**src/rtl/rtc_irq_pkg.sv**
```systemverilog
package rtc_irq_pkg;

    typedef enum logic [1:0] {
        ST_IDLE  = 2'd0,
        ST_PULSE = 2'd1,
        ST_LEVEL = 2'd2
    } irq_state_e;

endpackage

```
**src/rtl/rtc_irq_wr_decode.sv**
```systemverilog
module rtc_irq_wr_decode #(
    parameter int REG_W    = 4,
    parameter int FLAG_BIT = 2
) (
    input  logic             wr_en_i,
    input  logic [REG_W-1:0] wr_data_i,
    output logic             clr_req_o
);
    // Only a written 0 at the flag position requests a clear; 1 is inert.
    assign clr_req_o = wr_en_i & ~wr_data_i[FLAG_BIT];

    logic unused_other_bits;
    assign unused_other_bits = ^{wr_data_i[REG_W-1:FLAG_BIT+1], wr_data_i[FLAG_BIT-1:0]};
endmodule

```
**src/rtl/rtc_irq_width_timer.sv**
```systemverilog
module rtc_irq_width_timer #(
    parameter int WIDTH_CYC = 256
) (
    input  logic clk,
    input  logic rst_n,
    input  logic load_i,
    input  logic run_i,
    output logic done_o
);
    localparam int CW = (WIDTH_CYC > 1) ? $clog2(WIDTH_CYC) : 1;
    localparam logic [CW-1:0] RELOAD = CW'(WIDTH_CYC - 1);

    logic [CW-1:0] remain_q;

    always_ff @(posedge clk) begin
        if (!rst_n) begin
            remain_q <= '0;
        end else if (load_i) begin
            remain_q <= RELOAD;
        end else if (run_i && (remain_q != '0)) begin
            remain_q <= remain_q - 1'b1;
        end
    end

    assign done_o = (remain_q == '0);
endmodule

```
**src/rtl/rtc_irq_fsm.sv**
```systemverilog
module rtc_irq_fsm
    import rtc_irq_pkg::*;
(
    input  logic clk,
    input  logic rst_n,
    input  logic evt_i,
    input  logic pulse_mode_i,
    input  logic clr_req_i,
    input  logic width_done_i,
    output logic timer_load_o,
    output logic timer_run_o,
    output logic req_active_o
);
    irq_state_e state_q, state_d;
    irq_state_e armed_state;

    assign armed_state = pulse_mode_i ? ST_PULSE : ST_LEVEL;

    // Next state: an event always wins over a host clear.
    always_comb begin
        state_d = state_q;
        unique case (state_q)
            ST_IDLE: begin
                if (evt_i) state_d = armed_state;
            end
            ST_PULSE: begin
                if (evt_i)             state_d = armed_state;
                else if (clr_req_i)    state_d = ST_IDLE;
                else if (width_done_i) state_d = ST_IDLE;
            end
            ST_LEVEL: begin
                if (evt_i)          state_d = armed_state;
                else if (clr_req_i) state_d = ST_IDLE;
            end
            default: state_d = ST_IDLE;
        endcase
    end

    always_ff @(posedge clk) begin
        if (!rst_n) state_q <= ST_IDLE;
        else        state_q <= state_d;
    end

    always_comb begin
        timer_load_o = evt_i;
        timer_run_o  = 1'b0;
        req_active_o = 1'b0;
        unique case (state_q)
            ST_IDLE:  ;
            ST_PULSE: begin
                timer_run_o  = 1'b1;
                req_active_o = 1'b1;
            end
            ST_LEVEL: req_active_o = 1'b1;
            default:  ;
        endcase
    end
endmodule

```
**src/rtl/rtc_irq_flag.sv**
```systemverilog
module rtc_irq_flag #(
    parameter int PULSE_CYCLES = 256,
    parameter int REG_W        = 4,
    parameter int FLAG_BIT     = 2
) (
    input  logic             clk,
    input  logic             rst_n,
    input  logic             evt_i,
    input  logic             pulse_mode_i,
    input  logic             wr_en_i,
    input  logic [REG_W-1:0] wr_data_i,
    output logic             flag_o,
    output logic             pin_oe_o
);
    logic clr_req, width_done, timer_load, timer_run, req_active;

    rtc_irq_wr_decode #(.REG_W(REG_W), .FLAG_BIT(FLAG_BIT)) u_dec (
        .wr_en_i   (wr_en_i),
        .wr_data_i (wr_data_i),
        .clr_req_o (clr_req)
    );

    rtc_irq_width_timer #(.WIDTH_CYC(PULSE_CYCLES)) u_timer (
        .clk    (clk),
        .rst_n  (rst_n),
        .load_i (timer_load),
        .run_i  (timer_run),
        .done_o (width_done)
    );

    rtc_irq_fsm u_fsm (
        .clk          (clk),
        .rst_n        (rst_n),
        .evt_i        (evt_i),
        .pulse_mode_i (pulse_mode_i),
        .clr_req_i    (clr_req),
        .width_done_i (width_done),
        .timer_load_o (timer_load),
        .timer_run_o  (timer_run),
        .req_active_o (req_active)
    );

    // The readable flag is the pin drive itself.
    assign pin_oe_o = req_active;
    assign flag_o   = req_active;
endmodule

```
**config.mk**
```make
export PLATFORM = sky130hd
export DESIGN_NAME = rtc_irq_flag
export DESIGN_NICKNAME = d
export VERILOG_FILES = /design/src/rtl/rtc_irq_pkg.sv /design/src/rtl/rtc_irq_wr_decode.sv /design/src/rtl/rtc_irq_width_timer.sv /design/src/rtl/rtc_irq_fsm.sv /design/src/rtl/rtc_irq_flag.sv
export SDC_FILE = /design/constraint.sdc
export NUM_CORES = 1
export LEC_CHECK = 0
export CORE_AREA = 8 8 45 47
export DETAILED_ROUTE_END_ITERATION = 7
export DIE_AREA = 0 0 53 55
export PLACE_DENSITY = 0.88
export SETUP_SLACK_MARGIN = 0.15
export SYNTH_ARGS = -nofsm -noshare
export SYNTH_HDL_FRONTEND = slang
export SYNTH_HIERARCHICAL = 1
export SYNTH_SLANG_ARGS = --single-unit
```
**constraint.sdc**
```tcl
create_clock -name clk -period 4.13 [get_ports clk]
set_input_delay 0.826 -clock clk [delete_from_list [all_inputs] [get_ports clk]]
set_output_delay 0.826 -clock clk [all_outputs]
set_load 0.05 [all_outputs]
```
======== Word-level counts from Yosys, hierarchy flattened ========
Index checks and enable logic that the tools add are counted.
word-level totals
  register bits ........................... 10
  input port bits ......................... 9
  logic and storage cells ................. 29
operators by class
  equal/unequal tests ..................... 5
  $add $sub $neg .......................... 1
  bitwise operators ....................... 2
  reductions and logical operators ........ 7
  muxes and demuxes ....................... 12
operator list
  operator               number
  $mux W8                2
  $mux W2                7
  $logic_not A8 Y1       1
  $reduce_bool A8 Y1     1
  $sub A8 B1 Y8 const B  1
  $pmux W2 S3            1
  $ne A4 B3 Y1 const B   1
  $ne A3 B3 Y1 const B   1
  $reduce_and A3 Y1      1
  $eq A2 B1 Y1 const B   1
  $eq A2 B2 Y1 const B   1
  $logic_not A2 Y1       1
  $mux W1                2
  $ne A2 B2 Y1 const B   1
  $reduce_bool A2 Y1     1
  $reduce_or A2 Y1       1
  $and A1 B1 Y1          1
  $logic_and A1 B1 Y1    1
  $not A1 Y1             1

======== Logic depth before layout (Yosys ltp) ========
  depth in word-level cells ............... 5
  mapped depth ............................ 7

======== By module ========
The synthesis kept the hierarchy.
by module, submodules not included
  module               instances  area each (um^2)  seq. area each (um^2)  cells an instance
  rtc_irq_width_timer  1          486.7             160.2                  54
  rtc_irq_fsm          1          192.7             40.0                   19
  rtc_irq_wr_decode    1          13.8              0.0                    1
  rtc_irq_flag         1          7.5               0.0                    1

======== Worst setup path before layout ========
Ideal clock, no wire load.
  path type ............................... reg-to-output
  start point ............................. register u_fsm.state_q[0]
  end point ............................... output pin_oe_o
  setup slack ............................. 2.028 ns
  buffers on the path ..................... 1
  stages on the path, launching flop included .. 4
  arrival time ............................ 1.276 ns
  path through ............................ dfxtp_1 inv_1 ha_1 buf_4
on the way
  cells in the longest elaborated chain, start to end .. 3
  elaborated cells on any way between the ends .. 4
  those cells by class .................... eq/ne: 2; mux: 1; reduce/logical: 1
RTL lines
  item                                                 RTL line            text
  from (decl)                                          rtc_irq_fsm.sv:14   irq_state_e state_q, state_d;
  from (signal assigned)                               rtc_irq_fsm.sv:41   else state_q <= state_d;
  $eq A2 B1 Y1 / $eq A2 B2 Y1 (equally long branches)  rtc_irq_fsm.sv:48   unique case (state_q)
  $reduce_or A2 Y1 (no line) *                         -
  $mux W1 *                                            rtc_irq_fsm.sv:48
  to (decl)                                            rtc_irq_flag.sv:13  output logic pin_oe_o
Mark *: on every way between the ends. The rest lies on a longest branch, timed or not.

======== Worst setup path after layout ========
Ends and elaborated chain as after synthesis.

==> out/qor.csv <==
stage;metric;value;unit
synth;distinct cell type count after synthesis;38;
route;DR vias/cell;6.09;
min_path;Hold Crit Class;register to register;
route;via count;597;
status;status;finished clean;
route;Post-Route WL;1.47;mm
synth;Yosys reg bits;10;
finish;post-route cell area;785;um2
sta;Final period util;65.7;%
clock_tree;Num Clock Sinks;10;
sta;endpoints failing setup;0;
power_and_ir_drop;Pleak;0.295;nW
clock_tree;setup bufs post-CTS;0;
power_and_ir_drop;PD cells;314;nW/um2
route;Final ANT Viol Nets;0;
critical_path;Setup CP Type;register to output pin;
synth;number of synthesized flops with an enable pin;0;
synth;Synth Flop Type;dfxtp_1;
placed_design;post-DP HPWL;1.13;mm
floorplanning;Initial Util;50.6;%
job;max-cap violations;0;
global_routing;vias in the first global route;631;
clock_tree;TritonCTS Buffers;3;
floorplanning;num ports;11;
sta;TNS Setup;0;ns
floorplanning;Die Width;53;um
synth;post-synthesis average cell area;9.34;um2
synth;Ys Warns;6;
placed_design;DP Area;762;um2
critical_path;critical path required time;3.30;ns
floorplanning;DIE HEIGHT;55;um
synth;synthesized cell area;701;um2
finish;share of post-route cells with drive strength above 1;12.2;%
power_and_ir_drop;Comb pwr share;26.4;%
route;DRT Pass-1 Iters;4;
finish;most frequent cells in the layout;dfxtp_1 (10), a21oi_1 (8), clkdlybuf4s50_1 (7), inv_1 (7), ha_1 (6);
synth;net count after synthesis;90;
route;1st-iter DRT viols;13;
sta;Worst-Margin Slew;0.636;ns
critical_path;Worst Setup Start Kind;register;
floorplanning;core box area;1380;um2
synth;Synth area leader;dfxtp_1;
finish;commonest non-fill, non-tap cell in the layout;dfxtp_1;
global_routing;Total GRT Usage;12.1;%
global_routing;largest net degree at the start of global routing;15;
clock_tree;Clock transition at path regs;0.06;ns
clock_tree;TritonCTS clock tree;yes;
sta;Tmin final;2.71;ns
synth;post-synth top area share;28.6;%
sta;fin. max-slew vios;0;
power_and_ir_drop;Internal;167;uW
sta;Final Hold Fails;0;
synth;cells after synthesis;75;
critical_path;R2R setup slack;2.00;ns
critical_path;crit-path max FO;4;
synth;post-synthesis sequential area ratio;28.6;%
floorplanning;# rows;14;
global_routing;Congestion Overflow GR;0;
sta;Slew HR;57.5;%
synth;Synth area leaders;dfxtp_1 (29%), ha_1 (11%), a21oi_1 (5.7%), a2111oi_4 (3.9%), inv_1 (3.8%);
floorplanning;die area;2920;um2
route;post-route DRC violation count;0;
clock_tree;cts hold-fix bufs;0;
power_and_ir_drop;power share of the clock group;27.0;%
route;WL/cell;15.0;um
placed_design;Placer Congestion;0.798;
power_and_ir_drop;Reg power frac;46.6;%
synth;ys async rst share;0;%
placed_design;input/output buffers;7;
clock_tree;clk_lat worst skew;0.26;ns
power_and_ir_drop;sw power;79.6;uW
clock_tree;CTS max path bufs;2;
sta;skew final;0.000343;ns
sta;Max Clk Rate;369;MHz
power_and_ir_drop;Sw Ratio;32.3;%
global_routing;first-pass GRT wire length;2.61;mm
critical_path;crit end category;output pin;
sta;RSZ-0062 raised after global routing;false;
finish;ant diodes;0;
critical_path;WP data arrival;1.89;ns
clock_tree;Root Driver;clkbuf_4;
power_and_ir_drop;Worst VDD drop;0.171;mV
global_routing;initial antenna violation count;0;
clock_tree;post_cts resized;0;
finish;nets;99;
clock_tree;Max H-tree Level;1;
finish;Area Overhead vs Synth;12.0;%
per-stage QoR:
stage / total power [mW] / hold WS, ns / instances / setup WS (ns) / utilization (%)
global route: 0.259 / 0.547 / 98 / 1.36 / 56.7
floorplan: 0.164 / 0.476 / 75 / 2.03 / -
detailed placement: 0.181 / 0.504 / 95 / 1.73 / 55.1
CTS: 0.249 / 0.512 / 98 / 1.41 / 56.7
finish: 0.246 / 0.518 / 98 / 1.42 / 56.7
global placement: 0.178 / 0.489 / 95 / 1.75 / 55.1
layer usage:
| metal | GRT usage [%] | vias up | share of wire, % |
|---|---|---|---|
| li1 | - | 298 | - |
| met1 | 12.7 | 281 | 45 |
| met5 | 0 | - | 0 |
| met2 | 20.3 | 14 | 47 |
| met3 | 3.21 | 4 | 5.3 |
| met4 | 9.05 | 0 | 2.7 |
layout make-up:
class | instances | area, um2
clock buffer | 3 | 22.5
fill | 127 | 599
timing repair buffer | 7 | 70.1
inverter | 7 | 26.3
multi-input combinational | 55 | 445
tap | 16 | 20.0
sequential | 10 | 200
logic make-up after synthesis:
family	count (synthesis)	synth area share (%)
DFF	10	28.6
buffers and inverters	10	7.86
AOI/OAI and AO/OA	23	26.1
and+or+nand+nor	26	26.8
adders and majority gates	6	10.7
critical path, stage by stage, from the launching register on:
cell and delay [ns]:
dfxtp_1 0.40, inv_1 0.09, ha_1 0.32, clkdlybuf4s50_1 0.81
synthesized netlist by cell type (2+ instances only):
library cell	number
ha_1	6
buf_4	2
nor3_1	3
inv_1	7
nand3b_1	2
nor2_1	4
dfxtp_1	10
a21oi_1	8
nor4_1	2
or3_1	3
worst paths after layout:
path | start | end | depth (start not counted)
hold reg to reg | u_timer/remain_q[7]$_SDFFE_PN0P_ | u_timer/remain_q[7]$_SDFFE_PN0P_ | 2
setup / recovery | u_fsm/state_q[0]$_SDFFE_PN0P_ | pin_oe_o | 3
setup reg to reg | u_timer/remain_q[0]$_SDFFE_PN0P_ | u_fsm/state_q[0]$_SDFFE_PN0P_ | 7
hold / removal | u_timer/remain_q[7]$_SDFFE_PN0P_ | u_timer/remain_q[7]$_SDFFE_PN0P_ | 2
power groups by stage:
stage	clock network [mW]	registers (mW)	logic [mW]
detailed placement	0	0.117	0.0648
floorplan	0	0.114	0.0504
global placement	0	0.116	0.0624
CTS	0.0694	0.115	0.0650
global route	0.0717	0.116	0.0711
finish	0.0665	0.115	0.0652
registers in the layout (all words and copies together), names as in the netlist:
signal and cells:
u_timer/remain_q 8, u_fsm/state_q 2
No activity file was read; power rests on OpenSTA's default activity.
